$ cat config.mk
export PLATFORM = sky130hd
export DESIGN_NAME = trap_entry_ctrl
export DESIGN_NICKNAME = d
export VERILOG_FILES = /design/src/rtl/trap_pkg.sv /design/src/rtl/trap_arbiter.sv /design/src/rtl/trap_target.sv /design/src/rtl/trap_syndrome.sv /design/src/rtl/trap_entry_ctrl.sv
export SDC_FILE = /design/constraint.sdc
export NUM_CORES = 1
export LEC_CHECK = 0
export ABC_AREA = 1
export BUFFER_PORTS_ARGS = -buffer_cell sky130_fd_sc_hd__buf_2
export CORE_AREA = 2 2 150 152
export DETAILED_ROUTE_END_ITERATION = 10
export DIE_AREA = 0 0 152 154
export GPL_TIMING_DRIVEN = 0
export PLACE_DENSITY = 0.86
export SLEW_MARGIN = 20
export SYNTH_ARGS = -nofsm -noshare
export SYNTH_HDL_FRONTEND = slang
export SYNTH_SLANG_ARGS = --single-unit
export TNS_END_PERCENT = 50
$ cat constraint.sdc
create_clock -name clk -period 6.6 [get_ports clk]
set_input_delay 0.99 -clock clk [delete_from_list [all_inputs] [get_ports clk]]
set_output_delay 0.99 -clock clk [all_outputs]
set_load 0.1 [all_outputs]
$ cat src/rtl/trap_pkg.sv
// Shared constants and types for the trap entry controller.
// Assumes a 32-bit status word with the bit positions below.
package trap_pkg;
    typedef enum logic [2:0] {
        CS_NONE   = 3'd0,
        CS_IRQ    = 3'd1,
        CS_HWEXC  = 3'd2,
        CS_TFAULT = 3'd3,
        CS_HWBRK  = 3'd4,
        CS_SWBRK  = 3'd5
    } cause_e;

    // Status word bit positions; each saved copy lies one above its live bit.
    localparam int ST_IE  = 1;
    localparam int ST_BIP = 3;
    localparam int ST_EIP = 9;
    localparam int ST_UM  = 11;
    localparam int ST_UMS = ST_UM + 1;
    localparam int ST_VM  = 13;
    localparam int ST_VMS = ST_VM + 1;

    // Syndrome fields.
    localparam int SY_STORE = 10;
    localparam int SY_DSLOT = 12;
    localparam int SY_FLT_BASE = 16;

    // Vector offsets and return registers.
    localparam int OFS_IRQ = 'h10;
    localparam int OFS_BRK = 'h18;
    localparam int OFS_EXC = 'h20;
    localparam int RI_IRQ = 14;
    localparam int RI_BRK = 16;
    localparam int RI_EXC = 17;
endpackage

$ cat src/rtl/trap_arbiter.sv
// Picks the single event to service this cycle in fixed priority order.
// Assumes request inputs are levels sampled once per cycle.
module trap_arbiter
    import trap_pkg::*;
#(
    parameter int DW = 32
) (
    input  logic          req_irq,
    input  logic          req_hwexc,
    input  logic          req_tfault,
    input  logic          req_hwbrk,
    input  logic          req_swbrk,
    input  logic          exc_present,
    input  logic          in_dslot,
    input  logic          imm_pend,
    input  logic [DW-1:0] status_in,
    output cause_e        sel,
    output logic          fatal_hit
);
    logic irq_ok;

    // Interrupt gate: enabled, no handler running, not mid-sequence.
    always_comb begin
        irq_ok = req_irq && status_in[ST_IE] && !status_in[ST_EIP]
              && !status_in[ST_BIP] && !in_dslot && !imm_pend;
    end

    // Priority pick; a nested fault blocks every request this cycle.
    always_comb begin
        sel       = CS_NONE;
        fatal_hit = 1'b0;
        if (req_hwbrk) begin
            sel = CS_HWBRK;
        end else if (req_tfault) begin
            if (status_in[ST_EIP]) fatal_hit = 1'b1;
            else                   sel = CS_TFAULT;
        end else if (req_hwexc && exc_present) begin
            sel = CS_HWEXC;
        end else if (req_swbrk) begin
            sel = CS_SWBRK;
        end else if (irq_ok) begin
            sel = CS_IRQ;
        end
    end
endmodule

$ cat src/rtl/trap_target.sv
// Computes the return register, return address and new PC for an event.
// Assumes 4-byte instructions and a stable vector base.
module trap_target
    import trap_pkg::*;
#(
    parameter int DW  = 32,
    parameter int RIW = 5
) (
    input  cause_e         sel,
    input  logic [DW-1:0]  cur_pc,
    input  logic [DW-1:0]  vec_base,
    input  logic [DW-1:0]  br_target,
    input  logic           in_dslot,
    input  logic           imm_pend,
    input  logic           br_imm,
    output logic           ret_we,
    output logic [RIW-1:0] ret_idx,
    output logic [DW-1:0]  ret_val,
    output logic [DW-1:0]  new_pc
);
    localparam int ISZ = 4;
    logic [DW-1:0] fault_back;

    // Rewind distance so a fault re-runs the branch and its prefix.
    always_comb begin
        if (in_dslot)      fault_back = br_imm ? DW'(2 * ISZ) : DW'(ISZ);
        else if (imm_pend) fault_back = DW'(ISZ);
        else               fault_back = '0;
    end

    // Per-event return register, return value and vector.
    always_comb begin
        ret_we  = 1'b0;
        ret_idx = '0;
        ret_val = cur_pc;
        new_pc  = cur_pc;
        unique case (sel)
            CS_IRQ: begin
                ret_we  = 1'b1;
                ret_idx = RIW'(RI_IRQ);
                new_pc  = vec_base + DW'(OFS_IRQ);
            end
            CS_HWEXC: begin
                ret_we  = 1'b1;
                ret_idx = RIW'(RI_EXC);
                ret_val = cur_pc + DW'(ISZ);
                new_pc  = vec_base + DW'(OFS_EXC);
            end
            CS_TFAULT: begin
                ret_we  = 1'b1;
                ret_idx = RIW'(RI_EXC);
                ret_val = cur_pc - fault_back;
                new_pc  = vec_base + DW'(OFS_EXC);
            end
            CS_HWBRK: begin
                ret_we  = 1'b1;
                ret_idx = RIW'(RI_BRK);
                new_pc  = vec_base + DW'(OFS_BRK);
            end
            CS_SWBRK: new_pc = br_target;
            default: ;
        endcase
    end
endmodule

$ cat src/rtl/trap_syndrome.sv
// Builds the new status word and the syndrome, fault-address and
// branch-target writes. Assumes HCW is at most 10 bits.
module trap_syndrome
    import trap_pkg::*;
#(
    parameter int DW  = 32,
    parameter int HCW = 5
) (
    input  cause_e          sel,
    input  logic [DW-1:0]   status_in,
    input  logic [HCW-1:0]  hw_cause,
    input  logic            in_dslot,
    input  logic            flt_is_miss,
    input  logic            flt_is_insn,
    input  logic            flt_is_store,
    input  logic [DW-1:0]   flt_addr,
    input  logic [DW-1:0]   br_target,
    output logic [DW-1:0]   status_nx,
    output logic            esr_we,
    output logic [DW-1:0]   esr_nx,
    output logic            ear_we,
    output logic [DW-1:0]   ear_nx,
    output logic            btr_we,
    output logic [DW-1:0]   btr_nx
);
    logic is_exc;

    // Exceptions are the two events that report a syndrome.
    always_comb is_exc = (sel == CS_HWEXC) || (sel == CS_TFAULT);

    // Push mode bits into their saved copies, then apply the event's flag.
    always_comb begin
        status_nx         = status_in;
        status_nx[ST_VMS] = status_in[ST_VM];
        status_nx[ST_UMS] = status_in[ST_UM];
        status_nx[ST_VM]  = 1'b0;
        status_nx[ST_UM]  = 1'b0;
        unique case (sel)
            CS_IRQ:              status_nx[ST_IE]  = 1'b0;
            CS_HWEXC, CS_TFAULT: status_nx[ST_EIP] = 1'b1;
            CS_HWBRK, CS_SWBRK:  status_nx[ST_BIP] = 1'b1;
            default: ;
        endcase
    end

    // Syndrome code, store flag and delay-slot flag.
    always_comb begin
        esr_nx = '0;
        if (sel == CS_TFAULT) begin
            esr_nx[4:0]      = 5'(SY_FLT_BASE) | {3'b000, flt_is_miss, flt_is_insn};
            esr_nx[SY_STORE] = flt_is_store && !flt_is_insn;
        end else begin
            esr_nx[HCW-1:0]  = hw_cause;
        end
        esr_nx[SY_DSLOT] = in_dslot;
        esr_we = is_exc;
    end

    // Fault address and interrupted branch target.
    always_comb begin
        ear_we = (sel == CS_TFAULT);
        ear_nx = flt_addr;
        btr_we = is_exc && in_dslot;
        btr_nx = br_target;
    end
endmodule

$ cat src/rtl/trap_entry_ctrl.sv
// Top of the trap entry controller: arbitrates requests, computes the
// entry update and registers it for one-cycle commit under take_trap.
// Assumes vec_base is stable and the pipeline honours the strobe.
module trap_entry_ctrl
    import trap_pkg::*;
#(
    parameter int DW  = 32,
    parameter int RIW = 5,
    parameter int HCW = 5
) (
    input  logic           clk,
    input  logic           rst_n,
    input  logic           exc_present,
    input  logic [DW-1:0]  vec_base,
    input  logic           req_irq,
    input  logic           req_hwexc,
    input  logic [HCW-1:0] hw_cause,
    input  logic           req_tfault,
    input  logic [DW-1:0]  flt_addr,
    input  logic           flt_is_miss,
    input  logic           flt_is_insn,
    input  logic           flt_is_store,
    input  logic           req_hwbrk,
    input  logic           req_swbrk,
    input  logic [DW-1:0]  cur_pc,
    input  logic           in_dslot,
    input  logic           imm_pend,
    input  logic           br_imm,
    input  logic [DW-1:0]  br_target,
    input  logic [DW-1:0]  status_in,
    output logic           take_trap,
    output logic [2:0]     cause,
    output logic           rf_we,
    output logic [RIW-1:0] rf_idx,
    output logic [DW-1:0]  rf_data,
    output logic [DW-1:0]  pc_out,
    output logic [DW-1:0]  status_out,
    output logic           esr_we,
    output logic [DW-1:0]  esr_out,
    output logic           ear_we,
    output logic [DW-1:0]  ear_out,
    output logic           btr_we,
    output logic [DW-1:0]  btr_out,
    output logic           clr_flags,
    output logic           resv_clr,
    output logic           fatal_err
);
    cause_e         sel;
    logic           fatal_hit;
    logic           ret_we;
    logic [RIW-1:0] ret_idx;
    logic [DW-1:0]  ret_val, new_pc, status_nx, esr_nx, ear_nx, btr_nx;
    logic           esr_we_nx, ear_we_nx, btr_we_nx;

    trap_arbiter #(.DW(DW)) u_arb (
        .req_irq(req_irq), .req_hwexc(req_hwexc), .req_tfault(req_tfault),
        .req_hwbrk(req_hwbrk), .req_swbrk(req_swbrk),
        .exc_present(exc_present), .in_dslot(in_dslot), .imm_pend(imm_pend),
        .status_in(status_in), .sel(sel), .fatal_hit(fatal_hit)
    );

    trap_target #(.DW(DW), .RIW(RIW)) u_tgt (
        .sel(sel), .cur_pc(cur_pc), .vec_base(vec_base), .br_target(br_target),
        .in_dslot(in_dslot), .imm_pend(imm_pend), .br_imm(br_imm),
        .ret_we(ret_we), .ret_idx(ret_idx), .ret_val(ret_val), .new_pc(new_pc)
    );

    trap_syndrome #(.DW(DW), .HCW(HCW)) u_syn (
        .sel(sel), .status_in(status_in), .hw_cause(hw_cause),
        .in_dslot(in_dslot), .flt_is_miss(flt_is_miss),
        .flt_is_insn(flt_is_insn), .flt_is_store(flt_is_store),
        .flt_addr(flt_addr), .br_target(br_target),
        .status_nx(status_nx), .esr_we(esr_we_nx), .esr_nx(esr_nx),
        .ear_we(ear_we_nx), .ear_nx(ear_nx), .btr_we(btr_we_nx), .btr_nx(btr_nx)
    );

    // Register the whole entry update so it commits on one edge.
    always_ff @(posedge clk) begin
        if (!rst_n) begin
            take_trap  <= 1'b0;
            cause      <= CS_NONE;
            rf_we      <= 1'b0;
            esr_we     <= 1'b0;
            ear_we     <= 1'b0;
            btr_we     <= 1'b0;
            clr_flags  <= 1'b0;
            resv_clr   <= 1'b0;
            fatal_err  <= 1'b0;
            rf_idx     <= '0;
            rf_data    <= '0;
            pc_out     <= '0;
            status_out <= '0;
            esr_out    <= '0;
            ear_out    <= '0;
            btr_out    <= '0;
        end else begin
            take_trap  <= (sel != CS_NONE);
            cause      <= sel;
            rf_we      <= ret_we;
            esr_we     <= esr_we_nx;
            ear_we     <= ear_we_nx;
            btr_we     <= btr_we_nx;
            clr_flags  <= (sel != CS_NONE);
            resv_clr   <= (sel != CS_NONE);
            fatal_err  <= fatal_err || fatal_hit;
            rf_idx     <= ret_idx;
            rf_data    <= ret_val;
            pc_out     <= new_pc;
            status_out <= status_nx;
            esr_out    <= esr_nx;
            ear_out    <= ear_nx;
            btr_out    <= btr_nx;
        end
    end
endmodule

==> flow_summary.yaml <==
outcome:
  status: "finished clean"
place:
  port_buffers: 352
  gp_congestion: 1.07
  post_dp_cell_area_mm2: 0.0125
  dp_hpwl_um: 35200
timing:
  fmax_mhz: 229
  setup_violations: 0
  slew-limit-headroom_pct: 24.6
  fin_worst_skew_ns: 0
  final-hold-violation-count: 0
  tns_ns: 0
  finalCritPeriodShare_pct: 66.2
  tightest_slew_ns: 1.13
  rsz0062_at_grt: "no"
  final-max-slew-violation-count: 0
  finalCriticalPeriod_ns: 4.37
global_route:
  grt_overflow: 0
  grtUsageTotal_pct: 35.8
  grt_max_degree: 30
  grt_first_pass_wirelength_um: 64600
  grt_pass1_vias: 11200
  antenna_found_initial: 1
power_and_ir_drop:
  irDropWorstVdd_mv: 0.174
  finalPower_mw: 3.40
  p_leak_nw: 7.84
  powerDensity_mw_per_mm2: 260
synthesis:
  synth_top_area_share_pct: 34.5
  yosysSeqAreaShare_pct: 34.5
  yosys_warnings: 0
  synth-seq-cells: 177
  synth.avg_cell_area_um2: 6.35
  synthDistinctLibCells: 40
  synth_area_mm2: 0.0103
  syn_inst: 1616
  synth_area_leaders: "dfxtp_1, nand2_1, inv_1"
  synth_top_area_cell: "dfxtp_1"
clocking:
  cts_root_buffer: "clkbuf_16"
  htree_num_levels: 4
  cts_resized: 0
  cts_made_buffers: 17
  cts_tree: "yes"
  clk_pin_slew_worst_paths_ns: 0.08
  post_cts_buffers: 0
  clk_latency_ns: 0.43
  hold_buffers: 0
  clock_path_buffers: 2
  cts_num_sinks: 177
worst_setup_path:
  cp_cell_sequence: "buf_2 -> inv_1 -> nand3_1 -> inv_1 -> o211ai_1 -> ha_1 -> inv_1 -> fa_1 -> nand3_1 -> nand3_1 -> nand2_1 -> nand2_1 -> nand2_1 -> nand2_1 -> nand2_1 -> a21oi_1 -> nor2_1 -> a21oi_1"
  regToRegStartpoint: "fatal_err"
  start_kind: "input port"
  path_max_fanout: 29
  reg2reg_slack_ns: 5.91
  ff2ff_path_depth: 2
  slowest_stage: "inv_1"
  arrival_ns: 4.72
  required_ns: 6.95
  cp_slowest_stage_delay_ns: 0.94
  crit_type: "in -> reg"
  worst_path_most_repeated_cell: "nand2_1"
  end_kind: "register"
  worstReg2RegEnd: "fatal_err"
floorplan:
  die_w_um: 152
  pin_count: 387
  design.die.area_mm2: 0.0234
  row_count: 54
  initial_core_util_pct: 47.3
  core_area_mm2: 0.0217
  die_h_um: 154
route:
  vias: 12100
  finalWirelength_um: 43400
  drt_iter0_drc: 1397
  first_pass_iters: 5
  postRouteAntennaNets: 0
  drc_errors: 0
  wire_per_inst_um: 18.8
  viasPerCell: 5.24
layout:
  fin_area_mm2: 0.0131
  nNetsFinal: 2226
  final_layout_size_suffix_gt1_share_pct: 24.2
  syn_to_final_growth_pct: 27.4
  n_antenna_cell: 0
worst_hold_path:
  holdCritPathClass: "reg -> reg"
  hold-path-endpoint: "fatal_err"
  hold_depth: 2
  hp-start: "fatal_err"
job:
  cap_violations: 0
## cells in the final DEF (no fill, tap or decap), types with 16 or more instances in the layout
cell         n
nand2_1    527
a21oi_1     55
clkbuf_1    17
conb_1      27
nand4_1     18
o21ai_0     76
buf_2      365
inv_1      260
nor2_1     131
ha_1        33
xor2_1      18
dfxtp_1    177
buf_4       35
nor3_1      16
nand3_1    133
clkbuf_16   17
## per-layer routing
| metal | share of wire (%) | vias to the layer above | wire length (um) | GRT usage (%) |
|---|---|---|---|---|
| met4 | 5.2 | 0 | 2250 | 18.1 |
| met2 | 45 | 817 | 19600 | 57.8 |
| li1 | - | 5733 | - | - |
| met1 | 39 | 5393 | 16800 | 44.8 |
| met5 | 0 | - | 0 | 0 |
| met3 | 11 | 137 | 4860 | 8.48 |
## critical path: cells and delay by family
kind	cells	cell delay (ns)
fa+ha+maj	2	0.54
buf+inv	4	1.39
compound gates	3	0.54
simple gates	9	1.22
## Yosys cell counts (all sizes together)
cell type	instances
xnor2	3
o21a	4
o221ai	3
nor3b	1
conb	1
nand3b	2
o21ai	81
nand4	19
nor2	156
nand2	538
dfxtp	177
fa	1
and2	1
a31oi	9
o21bai	5
nor3	19
a21oi	56
nand3	133
o211ai	7
ha	33
buf	56
xor2	18
clkbuf	18
inv	270
or2	5
## metrics by stage
| stage | hold slack (ns) | setup WS [ns] | utilization (%) | std cells |
|---|---|---|---|---|
| 2_1_floorplan | 0.993 | 3.09 | - | 1642 |
| 3_3_place_gp | 0.543 | 1.99 | 57.5 | 2274 |
| 3_5_place_dp | 0.521 | 1.94 | 57.5 | 2274 |
| 4_1_cts | 0.556 | 2.39 | 60.3 | 2306 |
| 5_1_grt | 0.614 | 2.08 | 60.3 | 2306 |
| 6_report | 0.573 | 2.23 | 60.3 | 2306 |
## cell families after synthesis
group	count (synthesis)	share of synthesized area, %
buffers and inverters	344	14.0
AND/OR/NAND/NOR	874	36.6
adder cells (fa/ha/maj)	34	4.22
other	1	0.0366
AO/OA/AOI/OAI	165	8.81
flip-flops	177	34.5
XOR/XNOR	21	1.79
## registers in the layout, summed over array words and instances, names as in the netlist
register	cells
btr_out	32
btr_we	1
cause	3
ear_out	32
ear_we	1
esr_out	7
esr_we	1
fatal_err	1
pc_out	32
resv_clr	1
rf_data	32
rf_idx	3
rf_we	1
status_out	30
## worst max path at each step
stage | depth (start not counted) | from | to | slack, ns
floorplan | 18 | req_hwbrk | rf_data[16] | 3.09
global placement | 19 | req_hwbrk | rf_data[16] | 1.99
detailed placement | 19 | req_hwbrk | rf_data[16] | 1.94
CTS | 18 | req_hwbrk | rf_data[16] | 2.39
global route | 19 | req_hwbrk | rf_data[16] | 2.08
finish | 18 | req_hwbrk | rf_data[16] | 2.23
## where the power goes
part / switching (mW) / total (mW) / leakage [nW] / internal (mW)
logic: 0.980 / 1.19 / 6.08 / 0.212
clock network: 0.534 / 1.05 / 0.291 / 0.517
registers: 0.0208 / 1.16 / 1.47 / 1.14
total: 1.53 / 3.40 / 7.84 / 1.87
## cell type report
cell class / count / area (um2)
inverter: 270 / 1010
multi-input combinational: 1121 / 5370
timing repair buffer: 352 / 1760
buffer: 74 / 427
clock inverter: 15 / 178
sequential: 177 / 3540
fill: 2117 / 8620
clock buffer: 17 / 425
tap: 280 / 350
Power figures use the tool's default switching activity.
